<file path="src/rtl/spg_pkg.sv">
// Shared types for the step pulse generator.
// Assumes: output format code is two bits wide; code 3 falls back to step/dir.
package spg_pkg;

    typedef enum logic [1:0] {
        FMT_STEPDIR = 2'd0,
        FMT_UPDOWN  = 2'd1,
        FMT_QUAD    = 2'd2,
        FMT_SPARE   = 2'd3
    } fmt_e;

    // Position index 0..3 to two-bit Gray code {a,b}: 00, 01, 11, 10.
    function automatic logic [1:0] gray_of(input logic [1:0] idx);
        return {idx[1], idx[1] ^ idx[0]};
    endfunction

endpackage

</file>
<file path="src/rtl/spg_rate_nco.sv">
// Rate register and phase accumulator.
// Holds the host's signed rate word, adds its magnitude to an accumulator on each
// enabled cycle and raises req on carry out. Tracks the commanded sign (zero keeps
// the last sign) and pulses flush when a non-zero write reverses it.
// Assumes: rate_wdata is two's complement; the most negative word means 2^(RW-1).
module spg_rate_nco #(
    parameter int RW = 32
) (
    input  logic          clk,
    input  logic          rst_n,
    input  logic          enable,
    input  logic          rate_we,
    input  logic [RW-1:0] rate_wdata,
    output logic          req,
    output logic          flush,
    output logic          want_dir
);

    logic [RW-1:0] rate_q;
    logic [RW-1:0] acc;
    logic [RW-1:0] mag;
    logic [RW:0]   sum;

    // Magnitude, accumulator sum, carry request and reversal detect.
    always_comb begin
        mag   = rate_q[RW-1] ? ((~rate_q) + RW'(1)) : rate_q;
        sum   = {1'b0, acc} + {1'b0, mag};
        req   = enable && sum[RW];
        flush = rate_we && (rate_wdata != '0) && (rate_wdata[RW-1] != want_dir);
    end

    // Host write of the rate word and the commanded direction.
    always_ff @(posedge clk) begin
        if (!rst_n) begin
            rate_q   <= '0;
            want_dir <= 1'b0;
        end else if (rate_we) begin
            rate_q <= rate_wdata;
            if (rate_wdata != '0) want_dir <= rate_wdata[RW-1];
        end
    end

    // Phase accumulator advances only while enabled.
    always_ff @(posedge clk) begin
        if (!rst_n)      acc <= '0;
        else if (enable) acc <= sum[RW-1:0];
    end

endmodule

</file>
<file path="src/rtl/spg_sequencer.sv">
// Step sequencer with timing guards.
// Queues step requests, starts a step only when the length, space, setup and
// hold windows allow, reverses the direction between steps and keeps the
// signed feedback count. A step in quadrature format has three timed phases.
// Assumes: timing inputs are static while steps are in flight.
module spg_sequencer
    import spg_pkg::*;
#(
    parameter int TW = 16,
    parameter int PW = 16,
    parameter int CW = 32
) (
    input  logic                 clk,
    input  logic                 rst_n,
    input  logic                 enable,
    input  logic                 req,
    input  logic                 flush,
    input  logic                 want_dir,
    input  fmt_e                 fmt,
    input  logic [TW-1:0]        step_len,
    input  logic [TW-1:0]        step_space,
    input  logic [TW-1:0]        dir_setup,
    input  logic [TW-1:0]        dir_hold,
    output logic                 busy,
    output logic [1:0]           phase,
    output logic                 dir,
    output logic signed [CW-1:0] fb_count
);

    localparam logic [TW-1:0] T_MAX = '1;
    localparam logic [PW-1:0] P_MAX = '1;

    logic [TW-1:0] len_cnt;
    logic [TW-1:0] since_end;
    logic [TW-1:0] since_dir;
    logic [TW-1:0] eff_len;
    logic [PW-1:0] pending;
    logic          phase_done;
    logic          last_phase;
    logic          can_start;
    logic          can_turn;

    // Guard evaluation for step start, phase end and direction reversal.
    always_comb begin
        eff_len    = (step_len == '0) ? TW'(1) : step_len;
        phase_done = busy && (len_cnt >= eff_len);
        last_phase = (fmt != FMT_QUAD) || (phase == 2'd3);
        can_start  = !busy && enable && (pending != '0) && (dir == want_dir)
                     && (since_end >= step_space) && (since_dir >= dir_setup);
        can_turn   = !busy && (dir != want_dir) && (since_end >= dir_hold);
    end

    // Queue of requests waiting for the guards, saturating.
    always_ff @(posedge clk) begin
        if (!rst_n)                pending <= '0;
        else if (flush || !enable) pending <= '0;
        else if (req && !can_start) begin
            if (pending != P_MAX) pending <= pending + PW'(1);
        end else if (!req && can_start) pending <= pending - PW'(1);
    end

    // Pulse timing: phase length and idle time since the last step.
    always_ff @(posedge clk) begin
        if (!rst_n) begin
            busy      <= 1'b0;
            phase     <= 2'd0;
            len_cnt   <= '0;
            since_end <= T_MAX;
        end else if (can_start) begin
            busy    <= 1'b1;
            phase   <= 2'd1;
            len_cnt <= TW'(1);
        end else if (phase_done) begin
            len_cnt <= TW'(1);
            if (last_phase) begin
                busy      <= 1'b0;
                phase     <= 2'd0;
                since_end <= TW'(1);
            end else begin
                phase <= phase + 2'd1;
            end
        end else if (busy) begin
            len_cnt <= len_cnt + TW'(1);
        end else if (since_end != T_MAX) begin
            since_end <= since_end + TW'(1);
        end
    end

    // Direction register and time since it last changed.
    always_ff @(posedge clk) begin
        if (!rst_n) begin
            dir       <= 1'b0;
            since_dir <= T_MAX;
        end else if (can_turn) begin
            dir       <= ~dir;
            since_dir <= TW'(1);
        end else if (since_dir != T_MAX) begin
            since_dir <= since_dir + TW'(1);
        end
    end

    // Signed feedback count, one per step start.
    always_ff @(posedge clk) begin
        if (!rst_n)         fb_count <= '0;
        else if (can_start) fb_count <= dir ? (fb_count - CW'(1)) : (fb_count + CW'(1));
    end

endmodule

</file>
<file path="src/rtl/spg_formatter.sv">
// Output formatter: maps the sequencer state onto the two output pins.
// Assumes: phase runs 1..3 during a quadrature step and is ignored otherwise.
module spg_formatter
    import spg_pkg::*;
(
    input  fmt_e       fmt,
    input  logic       busy,
    input  logic       dir,
    input  logic [1:0] phase,
    output logic       out_a,
    output logic       out_b
);

    logic [1:0] idx;

    // Select pin meaning by format; reverse steps walk the Gray cycle backwards.
    always_comb begin
        idx = dir ? (2'd0 - phase) : phase;
        unique case (fmt)
            FMT_UPDOWN: begin
                out_a = busy && !dir;
                out_b = busy && dir;
            end
            FMT_QUAD: begin
                {out_a, out_b} = busy ? gray_of(idx) : 2'b00;
            end
            default: begin
                out_a = busy;
                out_b = dir;
            end
        endcase
    end

endmodule

</file>
<file path="src/rtl/step_pulse_gen.sv">
// Step pulse generator top: rate accumulator, guarded sequencer, formatter.
// Assumes: timing and format inputs change only while idle or in reset.
module step_pulse_gen
    import spg_pkg::*;
#(
    parameter int RW = 32,
    parameter int TW = 16,
    parameter int PW = 16,
    parameter int CW = 32
) (
    input  logic                 clk,
    input  logic                 rst_n,
    input  logic                 enable,
    input  logic                 rate_we,
    input  logic [RW-1:0]        rate_wdata,
    input  logic [1:0]           fmt,
    input  logic [TW-1:0]        step_len,
    input  logic [TW-1:0]        step_space,
    input  logic [TW-1:0]        dir_setup,
    input  logic [TW-1:0]        dir_hold,
    output logic                 out_a,
    output logic                 out_b,
    output logic signed [CW-1:0] fb_count
);

    logic       req;
    logic       flush;
    logic       want_dir;
    logic       seq_busy;
    logic       seq_dir;
    logic [1:0] seq_phase;
    fmt_e       fmt_sel;

    assign fmt_sel = fmt_e'(fmt);

    spg_rate_nco #(.RW(RW)) u_nco (
        .clk        (clk),
        .rst_n      (rst_n),
        .enable     (enable),
        .rate_we    (rate_we),
        .rate_wdata (rate_wdata),
        .req        (req),
        .flush      (flush),
        .want_dir   (want_dir)
    );

    spg_sequencer #(.TW(TW), .PW(PW), .CW(CW)) u_seq (
        .clk        (clk),
        .rst_n      (rst_n),
        .enable     (enable),
        .req        (req),
        .flush      (flush),
        .want_dir   (want_dir),
        .fmt        (fmt_sel),
        .step_len   (step_len),
        .step_space (step_space),
        .dir_setup  (dir_setup),
        .dir_hold   (dir_hold),
        .busy       (seq_busy),
        .phase      (seq_phase),
        .dir        (seq_dir),
        .fb_count   (fb_count)
    );

    spg_formatter u_fmt (
        .fmt   (fmt_sel),
        .busy  (seq_busy),
        .dir   (seq_dir),
        .phase (seq_phase),
        .out_a (out_a),
        .out_b (out_b)
    );

endmodule

</file>
<file path="config.mk">
export PLATFORM = sky130hd
export DESIGN_NAME = step_pulse_gen
export DESIGN_NICKNAME = d
export VERILOG_FILES = /design/src/rtl/spg_pkg.sv /design/src/rtl/spg_rate_nco.sv /design/src/rtl/spg_sequencer.sv /design/src/rtl/spg_formatter.sv /design/src/rtl/step_pulse_gen.sv
export SDC_FILE = /design/constraint.sdc
export NUM_CORES = 1
export LEC_CHECK = 0
export ABC_CLOCK_PERIOD_IN_PS = 8200
export BUFFER_PORTS_ARGS = -buffer_cell sky130_fd_sc_hd__buf_2
export CAP_MARGIN = 0
export CORE_AREA = 4 4 194 121
export CTS_CLUSTER_SIZE = 16
export DETAILED_ROUTE_END_ITERATION = 8
export DIE_AREA = 0 0 198 125
export PLACE_DENSITY = 0.84
export SYNTH_ARGS = -nofsm -noshare
export SYNTH_HDL_FRONTEND = slang
export SYNTH_HIERARCHICAL = 1
export SYNTH_SLANG_ARGS = --single-unit
</file>
<file path="constraint.sdc">
create_clock -name clk -period 8.2 [get_ports clk]
set_input_delay 0.82 -clock clk [delete_from_list [all_inputs] [get_ports clk]]
set_output_delay 0.82 -clock clk [all_outputs]
set_load 0.02 [all_outputs]
</file>
# After elaboration in Yosys (flattened, before gate mapping)

Index checks and enable logic that the tools add are counted.

$add $sub $neg: 11
Multiply operators: 0
Div/mod/pow operators: 0
Magnitude comparators: 4
Equal/unequal tests: 13
Shifts and indexed selects: 0
Muxes and demuxes: 25
Bitwise gates (word level): 5
Reductions and logical operators: 39

Operator list:

| cell                  | count |
|---|---|
| $mux 16               | 10 |
| $add 16x1->16 const B | 4 |
| $ge 16x16->1          | 4 |
| $mux 32               | 2 |
| $ne 16x16->1 const B  | 3 |
| $add 32x32->33        | 1 |
| $add 32x1->32 const B | 1 |
| $add 32x2->32 const B | 1 |
| $not 32->32           | 1 |
| $reduce_bool 32->1    | 1 |
| $sub 32x2->32 const B | 1 |
| $logic_not 16->1      | 1 |
| $reduce_bool 16->1    | 1 |
| $sub 16x1->16 const B | 1 |
| $logic_and 1x1->1     | 15 |
| $reduce_bool 2->1     | 5 |
| $mux 1                | 8 |
| $ne 2x2->1 const B    | 4 |
| $mux 2                | 3 |
| $reduce_and 2->1      | 3 |
| $reduce_or 2->1       | 3 |
| $logic_not 1->1       | 5 |
| $eq 2x2->1 const B    | 2 |
| $pmux 1 s2            | 2 |
| 11 further kinds      | 15 |

Bits in registers: 165
Latch bits: 0
Memory bits (writable): 0
Memory bits (read-only): 0
Input port bits: 102
Logic and storage cells: 111
Memories kept: 0

# Longest topological paths before layout

Depth in word-level cells: 10
Gate-level depth with buffers: 28
Depth with buffers taken out: 27

# By module

The synthesis kept the hierarchy.

Modules (own cells, without submodules):

| module        | times used | cells each | area each (um2) |
|---|---|---|---|
| spg_sequencer | 1          | 1,008      | 8,104.0 |
| spg_rate_nco  | 1          | 552        | 4,594.4 |
| spg_formatter | 1          | 17         | 108.9 |

# Least setup slack after synthesis

Ideal clock, no wire load.

Path kind: register to register
Start: register u_nco.rate_q[9]
End: register u_seq.pending[14]
Arrival: 6.208 ns
Required time: 8.127 ns
Slack: 1.920 ns
Cell stages (with the launch flop): 28
Clock period less this slack: 6.280 ns
Cell sequence: dfxtp_1 or4_4 or3_4 or4b_4 or2_4 or3_4 o21ai_0 xnor2_1 ha_1 clkbuf_1 a21o_1 a21o_1 a21oi_1 nor2b_1 o21a_1 o21ai_0 a31oi_1 nand2_1 ha_1 nor2b_1 o21ai_0 a21boi_0 o31ai_1 a21o_1 nand2_1 nand4bb_1 a31o_2 a21oi_1

Word-level cells in the longest chain between the ends: 9
Elaborated cells on any way between the ends: 12
Classes of those cells: 2 x add/sub; 1 x eq/ne; 2 x mux; 1 x bitwise; 6 x reduce/logical

RTL lines:

| element                            | line                 | source |
|---|---|---|
| start, declared                    | spg_rate_nco.sv:19   | `logic [RW-1:0] rate_q;` |
| start signal, assigned             | spg_rate_nco.sv:38   | `rate_q <= rate_wdata;` |
| $not 32->32                        | spg_rate_nco.sv:26   | `mag = rate_q[RW-1] ? ((~rate_q) + RW'(1)) : rate_q;` |
| $add 32x1->32                      | spg_rate_nco.sv:26   |  |
| $mux 32 (*)                        | spg_rate_nco.sv:26   |  |
| $add 32x32->33 (*)                 | spg_rate_nco.sv:27   | `sum = {1'b0, acc} + {1'b0, mag};` |
| $logic_and 1x1->1 (*)              | spg_rate_nco.sv:28   | `req = enable && sum[RW];` |
| named net req                      | step_pulse_gen.sv:26 | `logic req;` |
| $logic_not 1->1                    | spg_sequencer.sv:59  | `end else if (!req && can_start) pending <= pending - PW'(1);` |
| $logic_and 1x1->1                  | spg_sequencer.sv:59  |  |
| $reduce_bool 2->1 (no source line) | n/a                  |  |
| $reduce_and 2->1 (no source line)  | n/a                  |  |
| end signal, assigned               | spg_sequencer.sv:58  | `if (pending != P_MAX) pending <= pending + PW'(1);` |
| end signal, assigned               | spg_sequencer.sv:59  |  |
| end, declared                      | spg_sequencer.sv:37  | `logic [PW-1:0] pending;` |

Mark *: on every way through the listed nets, which the timed path passes. The rest lies on a longest branch.
A chain may end at the register's enable or synchronous reset.

# Final worst setup path

Ends and elaborated chain as after synthesis.

==> impl_metrics.ini <==
[status]
outcome = completed

[timing]
setup_viol = 0
min_period_ps = 7100
relSlewSlack_pct = 38.2
hold_viol = 0
hold_ws_ps = 468
fin_setup_tns_ps = 0
rsz0062_at_grt = false
tightest_slew_ps = 924
final_max_slew_viol_count = 0
max_freq_ghz = 0.141
setup_slack_ps = 1100
clock_skew_ps = 10.6
min_period_over_period_pct = 86.6

[global_routing]
track_usage_pct = 25.9
grt_max_degree = 87
antenna_found_initial = 0
grt_overflow = 0
grt_pass1_wl_um = 54400
first_global_vias = 11200

[place]
dpl.hpwl_um = 24400
portBuffers = 135
placed_area_um2 = 13700
pre_cts_slack_ps = 1230
globalplace.congestion = 0.982

[detailed_routing]
vias_per_cell = 6.04
wirelength_um = 33000
postRouteAntennaNets = 0
drc = 0
first_iter_violations = 1001
vias = 12000
first_pass_iters = 5
wl_per_cell_um = 16.7

[cts]
post-cts-setup-buffer-count = 0
cts_tree = built
holdBufCountCts = 0
cts_max_level = 4
clkSinkCount = 165
numCtsBuffers = 17
cts_root_buf = clkbuf_16
clock_latency_ps = 440
cts.repair.resized = 0
clockBufferDepth = 2
path_clk_slew_ps = 70

[critical_path]
endpoint_kind = flop
max_stage_delay_ps = 560
slowest_stage = or4_4
cp_max_fo = 16
start_kind = flop
cp_top_family = simple AND/OR/NAND/NOR gates
crit_buf_inv = 0
path_class = reg2reg
cp.required_ps = 8550
worstPathArrival_ps = 7460
cp_common_cell = nand2_1

[power]
vdd_drop_max_mv = 0.149
p_seq_share_pct = 37.7
pwr-share-comb_pct = 32.5
clkPwrFrac_pct = 29.8
p_leak_nw = 6.75
power.density_nw_per_um2 = 187
p_sw_share_pct = 36.3
p_switching_w = 0.000969
power.internal_w = 0.00170

[synthesis]
synthTopCellsByCount = 165 x dfxtp_1, 148 x ha_1, 126 x nor2_1, 118 x nand2_1, 112 x o21ai_0
synth_area_leaders = dfxtp_1 26%, ha_1 14%, mux2i_1 5.1%
postSynthAreaPerCell_um2 = 8.12
ys_ff_latch = 165
synthDistinctLibCells = 82
synthArstFlopShare_pct = 0
ys.flop_type = dfxtp_1
synth_top_cell_by_area = dfxtp_1
synth_edf_count = 0
synthCells = 1577
synth.most_common_cell = dfxtp_1
synth_warnings = 6
netlist.area_leader.share_pct = 25.8
ys_seq_area_share_pct = 25.8
syn-num-nets = 1830
netlist_area_um2 = 12800

[min_path]
min_path_type = reg2reg

[floorplanning]
io_pins = 136
die_w_um = 198
design.die.area_um2 = 24800
core_area_um2 = 21700
die_h_um = 125
start_util_pct = 59.2
rows = 42

[final_layout]
area_growth_syn_to_layout_pct = 11.2
multi_input_area_um2 = 8920
final_nets = 1936
num_antenna_cells = 0
fillCellCount = 1786
drive_gt1_share_pct = 11.8
stdcell_area_um2 = 14200
seqCellArea_um2 = 3300

[job]
maxCapViolCount = 0
cells in the final DEF, fill, tap and decap left out, types with 45 or more instances in the layout:
master   Yosys  final
dfxtp_1    165    165
ha_1       148    148
buf_2        7    135
nor2_1     126    126
nand2_1    118    118
o21ai_0    112    112
a21oi_1    105    105
inv_1       96     96
xnor2_1     73     73
mux2i_1     65     65
nor2b_1     55     55
a21o_1      53     53
xor2_1      45     45
routing by layer:
metal	part of all wire, %	track usage [%]	up-vias
li1	-	-	5889
met1	48	37.6	5536
met2	42	38.6	511
met3	9.4	7.42	37
met4	1.1	5.22	0
met5	0	0	-
worst min-delay path: cells and delay by family, from the launching register on:
| family | cells | cell delay [ps] |
|---|---|---|
| AO/OA/AOI/OAI | 1 | 60 |
| flip-flops | 1 | 330 |
| AND/OR/NAND/NOR | 1 | 50 |
power by group through the flow:
stage               clock network, W  registers (W)  logic (W)
global route                0.000843        0.00102   0.000971
detailed placement                 0        0.00102   0.000839
floorplan                          0       0.000986   0.000656
CTS                         0.000807        0.00100   0.000853
finish                      0.000795        0.00101   0.000868
global placement                   0        0.00101   0.000805
sequential cells by signal, summed over array words and instances, names as in the netlist:
register,flops
u_seq/since_dir,16
u_nco/rate_q,32
u_seq/phase,2
u_nco/acc,32
u_seq/busy,1
u_nco/want_dir,1
u_seq/fb_count,32
u_seq/dir,1
u_seq/pending,16
u_seq/since_end,16
u_seq/len_cnt,16
per-stage QoR:
stage          power [W]  util [%]  std cells
2_1_floorplan    0.00164         -       1577
3_3_place_gp     0.00182      63.1       1950
3_5_place_dp     0.00186      63.1       1950
4_1_cts          0.00266      65.8       1982
5_1_grt          0.00283      65.8       1982
6_report         0.00267      65.8       1982
final cells by class:
cell class / instances / area share [%]
Sequential cell: 165 / 23.2
Tap cell: 286 / 2.51
Clock inverter: 14 / 1.01
Timing Repair Buffer: 142 / 5.11
Multi-Input combinational cell: 1261 / 62.6
Inverter: 96 / 2.53
Clock buffer: 18 / 3.01
path summary, 6_finish.rpt:
path                           startpoint                        endpoint  slack, ps  cells after the start
max          u_nco/rate_q[9]$_SDFFE_PN0P_  u_seq/pending[14]$_SDFFE_PP0P_       1100                     26
min            u_nco/acc[29]$_SDFFE_PN0P_      u_nco/acc[29]$_SDFFE_PN0P_        470                      2
max reg2reg  u_nco/rate_q[9]$_SDFFE_PN0P_  u_seq/pending[14]$_SDFFE_PP0P_       1100                     26
min reg2reg    u_nco/acc[29]$_SDFFE_PN0P_      u_nco/acc[29]$_SDFFE_PN0P_        470                      2
cell families after synthesis:
| kind of cell | Yosys count | share of synthesized area, % |
|---|---|---|
| AO/OA/AOI/OAI | 417 | 21.1 |
| XOR/XNOR | 118 | 8.07 |
| adder cells (fa/ha/maj) | 151 | 14.9 |
| buffers and inverters | 151 | 4.59 |
| flip-flops | 165 | 25.8 |
| multiplexers | 66 | 5.17 |
| AND/OR/NAND/NOR | 509 | 20.4 |
Note: power is estimated with default switching activity, not from simulation.
